File: src/rtl/cfg_load_pkg.sv
package cfg_load_pkg;

  typedef enum logic [2:0] {
    ST_IDLE,
    ST_ERASE,
    ST_LOAD,
    ST_WRITE,
    ST_VREADY,
    ST_VERIFY
  } ldState_e;

  // strobes from control to datapath, one cycle wide
  typedef struct packed {
    logic clrMem;
    logic shiftIn;
    logic wrWord;
    logic drvBit;
  } dpStrobe_t;

endpackage

File: src/rtl/cfg_sync_edge.sv
module cfg_sync_edge #(
  parameter int STAGES = 2
) (
  input  logic clk,
  input  logic rstN,
  input  logic asyncIn,
  output logic syncOut,
  output logic syncPrev
);

  logic [STAGES-1:0] pipe;

  always_ff @(posedge clk) begin
    if (!rstN) begin
      pipe     <= '0;
      syncPrev <= 1'b0;
    end else begin
      pipe     <= {pipe[STAGES-2:0], asyncIn};
      syncPrev <= pipe[STAGES-1];
    end
  end

  assign syncOut = pipe[STAGES-1];

endmodule

File: src/rtl/cfg_load_ctrl.sv
module cfg_load_ctrl
  import cfg_load_pkg::*;
#(
  parameter int WORD_W      = 16,
  parameter int NUM_WORDS   = 18,
  parameter int SETUP_CYC   = 16,
  parameter int ERASE_CYC   = 60,
  parameter int WRITE_CYC   = 40,
  parameter int TIMEOUT_CYC = 200,
  localparam int BW = $clog2(WORD_W),
  localparam int WW = $clog2(NUM_WORDS)
) (
  input  logic          clk,
  input  logic          rstN,
  input  logic          sclkS,
  input  logic          sclkP,
  input  logic          sdatS,
  input  logic          sdatP,
  output dpStrobe_t     strb,
  output logic [WW-1:0] wordIdx,
  output logic [BW-1:0] bitIdx,
  output logic          busy,
  output logic          inVerify
);

  localparam int MAX_A = (SETUP_CYC > ERASE_CYC) ? SETUP_CYC : ERASE_CYC;
  localparam int MAX_B = (WRITE_CYC > TIMEOUT_CYC) ? WRITE_CYC : TIMEOUT_CYC;
  localparam int MAXC  = (MAX_A > MAX_B) ? MAX_A : MAX_B;
  localparam int TW    = $clog2(MAXC + 1);

  ldState_e       state;
  logic [TW-1:0]  tmr;
  logic           sclkRise, sclkFall, sdatRise;
  logic           lastBit, lastWord, enterHit, timedOut;

  assign sclkRise = sclkS & ~sclkP;
  assign sclkFall = ~sclkS & sclkP;
  assign sdatRise = sdatS & ~sdatP;
  assign lastBit  = (bitIdx == BW'(WORD_W - 1));
  assign lastWord = (wordIdx == WW'(NUM_WORDS - 1));
  assign timedOut = (tmr == TW'(TIMEOUT_CYC - 1));
  assign enterHit = (state == ST_IDLE) && sclkS && sdatRise && (tmr >= TW'(SETUP_CYC));

  assign busy     = (state == ST_ERASE) || (state == ST_WRITE);
  assign inVerify = (state == ST_VERIFY);

  always_comb begin
    strb = '0;
    case (state)
      ST_IDLE:   strb.clrMem  = enterHit;
      ST_LOAD: begin
        strb.shiftIn = sclkFall;
        strb.wrWord  = sclkFall && lastBit;
      end
      ST_VREADY: strb.drvBit  = sclkRise;
      ST_VERIFY: strb.drvBit  = sclkRise;
      default:   strb = '0;
    endcase
  end

  always_ff @(posedge clk) begin
    if (!rstN) begin
      state   <= ST_IDLE;
      tmr     <= '0;
      wordIdx <= '0;
      bitIdx  <= '0;
    end else begin
      case (state)
        ST_IDLE: begin
          if (enterHit) begin
            state <= ST_ERASE;
            tmr   <= '0;
          end else if (!sclkS) begin
            tmr <= '0;
          end else if (tmr < TW'(SETUP_CYC)) begin
            tmr <= tmr + 1'b1;
          end
        end
        ST_ERASE: begin
          if (tmr == TW'(ERASE_CYC - 1)) begin
            state   <= ST_LOAD;
            tmr     <= '0;
            wordIdx <= '0;
            bitIdx  <= '0;
          end else begin
            tmr <= tmr + 1'b1;
          end
        end
        ST_LOAD: begin
          if (sclkFall) begin
            tmr <= '0;
            if (lastBit) begin
              state  <= ST_WRITE;
              bitIdx <= '0;
            end else begin
              bitIdx <= bitIdx + 1'b1;
            end
          end else if (sclkRise) begin
            tmr <= '0;
          end else if (timedOut) begin
            state   <= ST_IDLE;
            tmr     <= '0;
            wordIdx <= '0;
            bitIdx  <= '0;
          end else begin
            tmr <= tmr + 1'b1;
          end
        end
        ST_WRITE: begin
          if (tmr == TW'(WRITE_CYC - 1)) begin
            tmr <= '0;
            if (lastWord) begin
              state   <= ST_VREADY;
              wordIdx <= '0;
            end else begin
              state   <= ST_LOAD;
              wordIdx <= wordIdx + 1'b1;
            end
          end else begin
            tmr <= tmr + 1'b1;
          end
        end
        ST_VREADY: begin
          if (sclkRise) begin
            state <= ST_VERIFY;
            tmr   <= '0;
          end else if (timedOut) begin
            state <= ST_IDLE;
            tmr   <= '0;
          end else begin
            tmr <= tmr + 1'b1;
          end
        end
        ST_VERIFY: begin
          if (sclkFall) begin
            tmr <= '0;
            if (lastWord && lastBit) begin
              state   <= ST_IDLE;
              wordIdx <= '0;
              bitIdx  <= '0;
            end else if (lastBit) begin
              bitIdx  <= '0;
              wordIdx <= wordIdx + 1'b1;
            end else begin
              bitIdx <= bitIdx + 1'b1;
            end
          end else if (sclkRise) begin
            tmr <= '0;
          end else if (timedOut) begin
            state   <= ST_IDLE;
            tmr     <= '0;
            wordIdx <= '0;
            bitIdx  <= '0;
          end else begin
            tmr <= tmr + 1'b1;
          end
        end
        default: begin
          state <= ST_IDLE;
          tmr   <= '0;
        end
      endcase
    end
  end

  AST_ENTRY_SETUP: assert property (@(posedge clk) disable iff (!rstN)
    (state == ST_ERASE && $past(state) == ST_IDLE) |-> ($past(tmr) >= TW'(SETUP_CYC)));

  AST_NO_STROBE_BUSY: assert property (@(posedge clk) disable iff (!rstN)
    busy |-> !(strb.shiftIn || strb.wrWord || strb.drvBit));

  AST_WRITE_AFTER_WORD: assert property (@(posedge clk) disable iff (!rstN)
    strb.wrWord |=> busy);

  AST_VFY_AFTER_PROG: assert property (@(posedge clk) disable iff (!rstN)
    $rose(inVerify) |-> ($past(state) == ST_VREADY));

endmodule

File: src/rtl/cfg_load_dp.sv
module cfg_load_dp
  import cfg_load_pkg::*;
#(
  parameter int WORD_W    = 16,
  parameter int NUM_WORDS = 18,
  localparam int BW = $clog2(WORD_W),
  localparam int WW = $clog2(NUM_WORDS)
) (
  input  logic              clk,
  input  logic              rstN,
  input  dpStrobe_t         strb,
  input  logic              din,
  input  logic [WW-1:0]     wordSel,
  input  logic [BW-1:0]     bitSel,
  input  logic [WW-1:0]     rdAddr,
  output logic [WORD_W-1:0] rdData,
  output logic              bitOut
);

  logic [WORD_W-1:0] store [NUM_WORDS];
  logic [WORD_W-1:0] shReg;
  logic [WORD_W-1:0] shNext;

  assign shNext = {din, shReg[WORD_W-1:1]};

  always_ff @(posedge clk) begin
    if (!rstN) begin
      for (int i = 0; i < NUM_WORDS; i++) store[i] <= '0;
      shReg  <= '0;
      bitOut <= 1'b0;
    end else begin
      if (strb.clrMem) begin
        for (int i = 0; i < NUM_WORDS; i++) store[i] <= '0;
        shReg <= '0;
      end
      if (strb.shiftIn) shReg <= shNext;
      if (strb.wrWord)  store[wordSel] <= shNext;
      if (strb.drvBit)  bitOut <= store[wordSel][bitSel];
    end
  end

  assign rdData = ({1'b0, rdAddr} < (WW + 1)'(NUM_WORDS)) ? store[rdAddr] : '0;

  AST_ERASE_ZERO: assert property (@(posedge clk) disable iff (!rstN)
    strb.clrMem |=> (store[0] == '0 && store[NUM_WORDS-1] == '0));

  AST_ONE_STROBE: assert property (@(posedge clk) disable iff (!rstN)
    $onehot0({strb.clrMem, strb.shiftIn, strb.drvBit}));

endmodule

File: src/rtl/cfg_load_port.sv
module cfg_load_port
  import cfg_load_pkg::*;
#(
  parameter int WORD_W      = 16,
  parameter int NUM_WORDS   = 18,
  parameter int SETUP_CYC   = 16,
  parameter int ERASE_CYC   = 60,
  parameter int WRITE_CYC   = 40,
  parameter int TIMEOUT_CYC = 200,
  parameter int SYNC_STAGES = 2,
  localparam int BW = $clog2(WORD_W),
  localparam int WW = $clog2(NUM_WORDS)
) (
  input  logic              clk,
  input  logic              rstN,
  input  logic              sclkIn,
  input  logic              sdatIn,
  output logic              sdatOut,
  output logic              sdatOe,
  output logic              busy,
  input  logic [WW-1:0]     cfgRdAddr,
  output logic [WORD_W-1:0] cfgRdData
);

  logic [1:0]    rawIn, lineS, lineP;
  dpStrobe_t     strb;
  logic [WW-1:0] wordIdx;
  logic [BW-1:0] bitIdx;
  logic          inVerify;

  assign rawIn = {sdatIn, sclkIn};

  for (genvar g = 0; g < 2; g++) begin : g_sync
    cfg_sync_edge #(.STAGES(SYNC_STAGES)) u_sync (
      .clk      (clk),
      .rstN     (rstN),
      .asyncIn  (rawIn[g]),
      .syncOut  (lineS[g]),
      .syncPrev (lineP[g])
    );
  end

  cfg_load_ctrl #(
    .WORD_W(WORD_W), .NUM_WORDS(NUM_WORDS), .SETUP_CYC(SETUP_CYC),
    .ERASE_CYC(ERASE_CYC), .WRITE_CYC(WRITE_CYC), .TIMEOUT_CYC(TIMEOUT_CYC)
  ) u_ctrl (
    .clk      (clk),
    .rstN     (rstN),
    .sclkS    (lineS[0]),
    .sclkP    (lineP[0]),
    .sdatS    (lineS[1]),
    .sdatP    (lineP[1]),
    .strb     (strb),
    .wordIdx  (wordIdx),
    .bitIdx   (bitIdx),
    .busy     (busy),
    .inVerify (inVerify)
  );

  cfg_load_dp #(.WORD_W(WORD_W), .NUM_WORDS(NUM_WORDS)) u_dp (
    .clk     (clk),
    .rstN    (rstN),
    .strb    (strb),
    .din     (lineS[1]),
    .wordSel (wordIdx),
    .bitSel  (bitIdx),
    .rdAddr  (cfgRdAddr),
    .rdData  (cfgRdData),
    .bitOut  (sdatOut)
  );

  assign sdatOe = inVerify;

  AST_OE_NOT_BUSY: assert property (@(posedge clk) disable iff (!rstN)
    sdatOe |-> !busy);

endmodule

File: config.mk
export PLATFORM = sky130hd
export DESIGN_NAME = cfg_load_port
export DESIGN_NICKNAME = d
export VERILOG_FILES = /design/src/rtl/cfg_load_pkg.sv /design/src/rtl/cfg_sync_edge.sv /design/src/rtl/cfg_load_ctrl.sv /design/src/rtl/cfg_load_dp.sv /design/src/rtl/cfg_load_port.sv
export SDC_FILE = /design/constraint.sdc
export NUM_CORES = 1
export LEC_CHECK = 0
export ABC_AREA = 1
export CAP_MARGIN = 20
export CORE_ASPECT_RATIO = 1.1
export CORE_MARGIN = 2
export CORE_UTILIZATION = 25
export DETAILED_ROUTE_END_ITERATION = 8
export PLACE_DENSITY = 0.52
export SLEW_MARGIN = 20
export SYNTH_ARGS = -nofsm -noshare
export SYNTH_HDL_FRONTEND = slang
export SYNTH_HIERARCHICAL = 1
export SYNTH_SLANG_ARGS = --single-unit
export TNS_END_PERCENT = 50
File: constraint.sdc
create_clock -name clk -period 2.4 [get_ports clk]
set_input_delay 0.48 -clock clk [delete_from_list [all_inputs] [get_ports clk]]
set_output_delay 0.48 -clock clk [all_outputs]
set_load 0.03 [all_outputs]
== After elaboration in Yosys (flattened, before gate mapping) ==
Memory sizes are Yosys's and may differ from the RTL's. A register that Yosys moved wholly into a read port is not among the register bits.
Index checks and enable logic that the tools add are counted.

* Register bits after elaboration: 43
* Memory bits (writable): 288
* Output and inout bits: 19
* Word-level logic and storage cells: 153
* Memories: 1

{| class="wikitable"
|+ Memory list
! name !! words !! width !! rd ports !! clocked after Yosys merged registers in !! write ports !! RTL line !! source
|-
| u_dp.store || 18 || 16 || 2 || 1 || 18 || cfg_load_dp.sv:20 || <nowiki>logic [WORD_W-1:0] store [NUM_WORDS];</nowiki>
|}

* Add/sub/neg operators: 3
* Order comparisons: 4
* Equality and inequality tests: 18
* Multiplexer cells: 77
* Bitwise logic cells: 24
* Reductions and logical operators: 16

{| class="wikitable"
|+ Operators with widths
! operator !! number
|-
| 16-bit 2-to-1 mux || 22
|-
| 8-bit 2-to-1 mux || 8
|-
| 5-bit 2-to-1 mux || 12
|-
| 8-bit one-hot mux with 5 select lines || 1
|-
| 3-bit 2-to-1 mux || 11
|-
| 4-bit 2-to-1 mux || 7
|-
| 5-bit one-hot mux with 4 select lines || 1
|-
| 1-bit bitwise OR || 18
|-
| 3-bit one-hot mux with 6 select lines || 1
|-
| 8-bit by 6-bit == test with 1-bit output (second input constant) || 2
|-
| 16-bit OR reduction || 1
|-
| 4-bit one-hot mux with 3 select lines || 1
|-
| 1-bit 2-to-1 mux || 11
|-
| 5-bit AND reduction || 2
|-
| 8-bit by 1-bit adder with 8-bit output (second input constant) || 1
|-
| 8-bit == test (second input constant) || 1
|-
| 8-bit by 5-bit greater-or-equal comparator with 1-bit output (second input constant) || 1
|-
| 8-bit by 5-bit less-than comparator with 1-bit output (second input constant) || 1
|-
| 3-bit by 2-bit == test with 1-bit output (second input constant) || 2
|-
| 3-bit == test (second input constant) || 2
|-
| 2-bit != test (second input constant) || 3
|-
| 3-bit != test (second input constant) || 2
|-
| 5-bit by 1-bit adder with 5-bit output (second input constant) || 1
|-
| 5-bit == test (second input constant) || 1
|-
| 20 further kinds || 29
|}

== Longest topological paths before layout ==
Gate-level depths: netlist (run 1).

* Word-level depth: 10
* Mapped depth: 18
* Depth with buffers taken out: 15

== Hierarchy ==
Netlist (run 1), hierarchy kept.

{| class="wikitable"
|+ Modules (own cells, without submodules)
! module !! instances !! cells each !! area an instance (um2) !! sequential area each (um2)
|-
| cfg_load_dp || 1 || 2846 || 25583.3 || 15695.1
|-
| cfg_load_ctrl || 1 || 257 || 1602.8 || 400.4
|-
| cfg_sync_edge || 2 || 9 || 82.6 || 60.1
|}

== Worst setup path before layout (run 1) ==
OpenSTA, ideal clock, no wires.

* Path type: register -> register
* Start point: register u_ctrl.bitIdx[1]
* End point: memory u_dp.store[24][0] (enable)
* Data arrival time: 2.083 ns
* Setup slack: -0.071 ns
* Cell stages (with the launch flop): 8
* Buffers on the path: 0
* Clock period less this slack: 2.471 ns
* Path through: dfxtp_1 > ha_1 > nand3_1 > nor2_1 > nand2_1 > nor2_1 > inv_1 > nor2_1

{| class="wikitable"
|+ RTL lines
! item !! RTL line !! source
|-
| from (decl) || cfg_load_ctrl.sv:21 || <nowiki>output logic [BW-1:0] bitIdx,</nowiki>
|-
| from (signal assigned) || cfg_load_ctrl.sv:96 || <nowiki>bitIdx <= bitIdx + 1'b1;</nowiki>
|-
| from (signal assigned) || cfg_load_ctrl.sv:145 || <nowiki>bitIdx <= bitIdx + 1'b1;</nowiki>
|-
| to (decl) || cfg_load_dp.sv:20 ||
|}

==> results of run 1 <==
power by group through the flow:
stage	Combinational, mW	Sequential [mW]	Clock [mW]
after floorplan	0.809	10.9	0
after global routing	1.93	10.8	9.70
after detailed placement	1.62	11.0	0
final	1.82	10.8	9.23
after global placement	1.62	11.0	0
after CTS	1.71	10.7	9.39
tightest hold or removal path, stage by stage:
cell and delay, ns:
sky130_fd_sc_hd__clkdlybuf4s50_1 0.40, sky130_fd_sc_hd__nand2_1 0.06, sky130_fd_sc_hd__inv_1 0.03
path summary, 6_finish.rpt:
check                                 from                        to  slack [ns]  cells after the start
setup / recovery         u_dp/store[14][7]              cfgRdData[7]       -0.33                      6
hold / removal                      sdatIn  g_sync[1].u_sync/pipe[0]        0.38                      3
setup reg to reg         u_ctrl/wordIdx[0]               u_dp/bitOut        0.06                     15
hold reg to reg   g_sync[1].u_sync/pipe[0]  g_sync[1].u_sync/pipe[1]        0.41                      2
state kept, by name, summed over array words and instances, names as in the netlist:
name / count
u_dp/bitOut: 1
g_sync.u_sync/pipe: 4
u_ctrl/tmr: 8
u_dp/store: 512
u_ctrl/state: 3
u_ctrl/bitIdx: 4
u_ctrl/wordIdx: 5
g_sync.u_sync/syncPrev: 2
u_dp/shReg: 15
cell families (layout without fill, tap and decap cells):
kind of cell             count (synthesis)  after routing  share of synthesized area
AND/OR/NAND/NOR                       1671           1672                      0.245
flip-flops                             554            554                      0.593
XOR/XNOR                                 7              7                    0.00252
adder cells (fa/ha/maj)                  5              5                    0.00229
AO/OA/AOI/OAI                          486            486                     0.0952
buffers and inverters                  398            654                     0.0616
metal layers:
layer  GRT usage  vias up  wire length, um
li1            -    10700                -
met1       0.238    11200            42600
met2       0.295     1109            48700
met3      0.0283      205             9220
met4      0.0688        0             4410
met5           0        -                0
placed cells by master, fill, tap and decap left out, types with 23 or more instances in the layout:
master,netlist,layout
sky130_fd_sc_hd__buf_12,0,74
sky130_fd_sc_hd__o21ai_0,238,185
sky130_fd_sc_hd__a21oi_1,156,146
sky130_fd_sc_hd__nand3_1,112,90
sky130_fd_sc_hd__inv_2,13,33
sky130_fd_sc_hd__nand2_1,975,958
sky130_fd_sc_hd__dfxtp_1,42,40
sky130_fd_sc_hd__clkbuf_16,0,65
sky130_fd_sc_hd__o21ai_1,25,62
sky130_fd_sc_hd__clkinv_1,19,29
sky130_fd_sc_hd__nor2_2,6,24
sky130_fd_sc_hd__inv_1,187,164
sky130_fd_sc_hd__buf_4,10,202
sky130_fd_sc_hd__o211ai_1,23,23
sky130_fd_sc_hd__nor2_1,511,484
sky130_fd_sc_hd__nand4_1,25,25
sky130_fd_sc_hd__edfxtp_1,512,512
sky130_fd_sc_hd__nand2_2,13,28
sky130_fd_sc_hd__buf_6,10,25
layout make-up:
class | instances | area [sq um] | area share
flip-flops and latches | 554 | 16200 | 0.470
multi-input cells | 2170 | 10000 | 0.290
repair buffers | 325 | 3720 | 0.108
well taps | 1419 | 1780 | 0.0515
clock buffers | 75 | 1590 | 0.0460
inverters | 220 | 845 | 0.0245
clock inverters | 34 | 330 | 0.00958
timing repair:
| action | 4_1_cts | 5_1_grt |
|---|---|---|
| resized for setup | 99 | 156 |
| pin swaps | 36 | 52 |
| endpoints found under the setup margin | 83 | 377 |
| gates cloned | 4 | 7 |
| buffers inserted | 3 | 19 |
through the flow:
stage / setup WS, ns / hold WS, ns / std cells / cell area (sq um)
4_1_cts: -0.310 / 0.353 / 4774 / 33800
6_report: -0.328 / 0.379 / 4797 / 34500
5_1_grt: -0.374 / 0.378 / 4797 / 34500
2_1_floorplan: -0.0711 / 0.390 / 3121 / 27400
3_3_place_gp: -0.577 / 0.404 / 4661 / 31500
3_5_place_dp: -0.569 / 0.403 / 4661 / 31500
==> summary.json, run 1 <==
{
  "status": "finished, violations left",
  "violations": "setup timing",
  "firstDrtPassIters": 5,
  "synth.distinct_cells": 44,
  "crit_path_start_kind": "register",
  "drc": 0,
  "dp_hpwl_mm": 69.3,
  "grt_first_pass_wirelength_mm": 149,
  "worstSetupEndpointType": "output port",
  "cell_area_after_synthesis_sq_um": 27400,
  "slew_violations": 0,
  "final_nets": 3344,
  "p_sw_frac": 0.241,
  "layout_min_cycle_time_ns": 2.73,
  "n_fill_cell": 11300,
  "final.setup_skew_ns": 0.0422,
  "worstPathArrival_ns": 2.25,
  "finalCritPeriodShare": 1.14,
  "fmax_mhz": 367,
  "yosysMostFrequentCell": "sky130_fd_sc_hd__nand2_1",
  "worst_path_cell_chain": "o211ai_1, nand3_1, nand3_2, nand4_1, a22o_4, buf_12",
  "tritoncts.num_buffers": 59,
  "area_growth_syn_to_layout_pct": 26.1,
  "numClockSinks": 554,
  "final_util": 0.317,
  "core_sq_um": 109000,
  "cts-hold-fix-buffers": 0,
  "synth_edf_count": 512,
  "postSynthRegisterBits": 554,
  "pwr_density_cell_nw_per_um2": 632,
  "std_cell_rows": 127,
  "post_route_cells_drive_above_1_share": 0.179,
  "power.net_switching_mw": 5.25,
  "clock_tree.htree_level_count": 2,
  "floorplan_die_area_sq_um": 112000,
  "cp_slowest_cell": "sky130_fd_sc_hd__edfxtp_1",
  "cts_tree": "built",
  "last_weighted_congestion_value_of_the_routability_driven_placer": 0.977,
  "pwr-share-clk": 0.423,
  "synth_async_sr_flop_share": 0,
  "maximum_number_of_pins_on_one_net_before_global_route_repair": 52,
  "critical_path.n_buffers_inverters": 1,
  "fp.dieW_um": 319,
  "clkTransAtPathRegs_ns": 0.06,
  "max_slew_margin": 0.205,
  "synth_top_cell_area_share": 0.562,
  "share_comb_of_total_power": 0.083,
  "grt_pass1_vias": 21600,
  "grt_util_all_layers": 0.180,
  "design_power_total_mw": 21.8,
  "num_io_pins": 28,
  "mappedNetlistNets": 3135,
  "route.final.wire_length_mm": 105,
  "crit_required_ns": 1.92,
  "synth_flop_cell": "sky130_fd_sc_hd__edfxtp_1",
  "critical_path_class": "reg -> out",
  "wl_per_cell_um": 21.9,
  "ys_seq_area_frac": 0.593,
  "ant_nets": 0,
  "rsz0062_at_grt": "true",
  "viasPerCell": 4.85,
  "syn-instance-count": 3121,
  "globalRoute.totalOverflow": 0,
  "antenna_found_initial": 1,
  "ir_drop_mv": 0.533,
  "setup-tns-final_ns": -2.73,
  "floorplan.die.height_um": 351,
  "cts-root-to-sink-buffers": 3,
  "critPathTopFamily": "compound AO/OA/AOI/OAI gates",
  "final_hold_viol_count": 0,
  "yosys.area.top_type": "sky130_fd_sc_hd__edfxtp_1",
  "cell_internal_pwr_mw": 16.6,
  "insertedDiodeCount": 0,
  "fin_ws_ns": -0.328,
  "syn_avg_cell_area_sq_um": 8.76,
  "hp-class": "in -> reg",
  "cts_root_buf": "sky130_fd_sc_hd__clkbuf_16",
  "synth_top_cells_by_area": "sky130_fd_sc_hd__edfxtp_1 56%, sky130_fd_sc_hd__nand2_1 13%, sky130_fd_sc_hd__nor2_1 7.0%, sky130_fd_sc_hd__o21ai_0 4.4%, sky130_fd_sc_hd__dfxtp_1 3.1%",
  "worstMarginPinSlew_ns": 1.18,
  "floorplan.initialDensity": 0.252,
  "clock_latency_at_the_later_pin_of_the_worst_skew_pair_ns": 0.67,
  "seq_power_share": 0.493,
  "synthesis.yosys.warnings": 6,
  "portBuffers": 27,
  "first_iter_violations": 2764,
  "leakagePower_nw": 13.0,
  "synth_common_cells": "975 x sky130_fd_sc_hd__nand2_1, 512 x sky130_fd_sc_hd__edfxtp_1, 511 x sky130_fd_sc_hd__nor2_1",
  "vias": 23300,
  "maxCapViolCount": 0,
  "critical_path_peak_fanout": 2,
  "final-setup-viol-count": 16,
  "max_stage_delay_ns": 0.44
}
No activity file was read; power rests on OpenSTA's default activity.
==> run 2: changes to the inputs <==
Settings changed: CTS_CLUSTER_SIZE set to 25, GPL_ROUTABILITY_DRIVEN set to 0.
==> summary.json, run 2 (synthesized netlist as in run 1, its figures left out) <==
{
  "status": "finished, violations left",
  "violations": "setup timing",
  "fin_ws_ns": -0.315,
  "floorplan.initialDensity": 0.252,
  "floorplan_die_area_sq_um": 112000,
  "design_power_total_mw": 22.3,
  "reg_top3": "u_dp/store x512, u_dp/shReg x15, u_ctrl/tmr x8",
  "std_cell_rows": 127,
  "cts-root-to-sink-buffers": 3,
  "slew_violations": 0,
  "critical_path_peak_fanout": 2,
  "finalCritPeriodShare": 1.13,
  "fp.dieW_um": 319,
  "clock_tree.htree_level_count": 2,
  "floorplan.die.height_um": 351,
  "max_slew_margin": 0.253,
  "antenna_found_initial": 3,
  "max_stage_delay_ns": 0.42,
  "numClockSinks": 554,
  "post_route_cells_drive_above_1_share": 0.175,
  "tritoncts.num_buffers": 61,
  "firstDrtPassIters": 6,
  "cts-hold-fix-buffers": 0,
  "globalRoute.totalOverflow": 0,
  "largest_register_ffs": 512,
  "leakagePower_nw": 13.1,
  "hp-class": "in -> reg",
  "layout.cells.most_common": "sky130_fd_sc_hd__nand2_1",
  "final_cell_mix": "968 x sky130_fd_sc_hd__nand2_1, 512 x sky130_fd_sc_hd__edfxtp_1, 491 x sky130_fd_sc_hd__nor2_1, 212 x sky130_fd_sc_hd__buf_4, 195 x sky130_fd_sc_hd__o21ai_0",
  "worstMarginPinSlew_ns": 1.11,
  "cts_root_buf": "sky130_fd_sc_hd__clkbuf_16",
  "dp.cells": 4666,
  "core_sq_um": 109000,
  "maximum_number_of_pins_on_one_net_before_global_route_repair": 94,
  "grt_first_pass_wirelength_mm": 150,
  "vias": 23300,
  "layout.cells.non_filler": 4801,
  "final_nets": 3343,
  "num_io_pins": 28,
  "drc": 0,
  "crit_path_start_kind": "register",
  "grt_pass1_vias": 22100,
  "cts_tree": "built",
  "ant_nets": 0,
  "final-setup-viol-count": 16,
  "regMostFlops": "u_dp/store",
  "worstSetupEndpointType": "output port",
  "clkTransAtPathRegs_ns": 0.06,
  "maxCapViolCount": 0,
  "critical_path.n_buffers_inverters": 2,
  "rsz0062_at_grt": "true",
  "first_iter_violations": 2800,
  "area_growth_syn_to_layout_pct": 26.0,
  "layout_min_cycle_time_ns": 2.72,
  "rrSetupSlack_ns": 0.02,
  "crit_required_ns": 1.92,
  "ir_drop_mv": 0.532,
  "route.final.wire_length_mm": 103,
  "viasPerCell": 4.85,
  "final.setup_skew_ns": 0.0391,
  "cp_slowest_cell": "sky130_fd_sc_hd__edfxtp_1",
  "fmax_mhz": 368,
  "wl_per_cell_um": 21.6,
  "pwr_density_cell_nw_per_um2": 646,
  "worst_path_cell_chain": "inv_2, nand2_1, o211ai_1, nand3_1, nand3_2, nand4_1, a22o_4, buf_12",
  "critPathTopFamily": "simple AND/OR/NAND/NOR gates",
  "setup-tns-final_ns": -3.07,
  "clock_latency_at_the_later_pin_of_the_worst_skew_pair_ns": 0.66,
  "portBuffers": 27,
  "dp_hpwl_mm": 70.1,
  "critical_path_class": "reg -> out",
  "worstPathArrival_ns": 2.24,
  "final_hold_viol_count": 0,
  "grt_util_all_layers": 0.181
}
[run 2: cell types whose count changed in the layout (fill, tap and decap cells not counted), sizes merged]
cell,delta
buf,+3
bufinv,+3
clkbuf,-10
clkinv,+9
clkinvlp,+1
diode,+1
dlymetal6s2s,-1
inv,-1
nor2,-1
[run 2: layer usage]
layer / routed length, um / global-route usage
met1: 43100 / 0.240
met2: 47100 / 0.294
met3: 8730 / 0.0282
met4: 4560 / 0.0736
met5: 40 / 0
[run 2: worst register-to-register path, cell delays in order (launching register included)]
cell                      delay [ns]
sky130_fd_sc_hd__dfxtp_4        0.40
sky130_fd_sc_hd__buf_12         0.21
sky130_fd_sc_hd__nor2_4         0.09
sky130_fd_sc_hd__buf_12         0.18
sky130_fd_sc_hd__a21oi_1        0.20
sky130_fd_sc_hd__nand2_1        0.22
sky130_fd_sc_hd__nand2_2        0.20
sky130_fd_sc_hd__nand2_1        0.07
sky130_fd_sc_hd__nor2_1         0.19
sky130_fd_sc_hd__nand3_1        0.11
sky130_fd_sc_hd__nand3_1        0.11
sky130_fd_sc_hd__nand3_1        0.08
sky130_fd_sc_hd__nand3_1        0.08
sky130_fd_sc_hd__nand3_1        0.08
sky130_fd_sc_hd__nand2_1        0.07
sky130_fd_sc_hd__inv_1          0.03
[run 2: report_power, final]
part / switching, mW / leakage, nW / internal, mW
clock network: 4.12 / 1.02 / 5.58
registers: 0.104 / 5.31 / 10.7
logic: 1.11 / 6.75 / 0.683
total: 5.33 / 13.1 / 16.9
[run 2: final cells by class]
class                           count  area, sq um
Sequential cell                   554        16200
Fill cell                       11400        74200
Timing Repair Buffer              323         3590
Inverter                          220          850
Multi-Input combinational cell   2169         9950
Clock buffer                       69         1570
Tap cell                         1419         1780
Antenna cell                        1         2.50
Clock inverter                     46          502
[run 2: repair_timing]
action / 4_1_cts / 5_1_grt
gates cloned: 5 / 1
endpoints found under the setup margin: 73 / 365
resized for setup: 147 / 66
buffers inserted: 8 / 10
pin swaps: 49 / 37
[run 2: through the flow]
stage               utilization  area, sq um  worst slack, ns  hold WS (ns)
floorplan                     -        27400          -0.0711         0.390
global placement          0.291        31600           -0.481         0.404
detailed placement        0.291        31600           -0.496         0.402
CTS                       0.315        34200           -0.340         0.330
global route              0.317        34500           -0.351         0.374
finish                    0.317        34500           -0.315         0.365
[run 2: worst paths after layout]
| path | startpoint | endpoint | cells past startpoint |
|---|---|---|---|
| hold reg to reg | g_sync[1].u_sync/pipe[0] | g_sync[1].u_sync/pipe[1] | 2 |
| setup / recovery | u_dp/store[15][7] | cfgRdData[7] | 8 |
| hold / removal | sclkIn | g_sync[0].u_sync/pipe[0] | 3 |
| setup reg to reg | u_ctrl/wordIdx[0] | u_dp/bitOut | 15 |
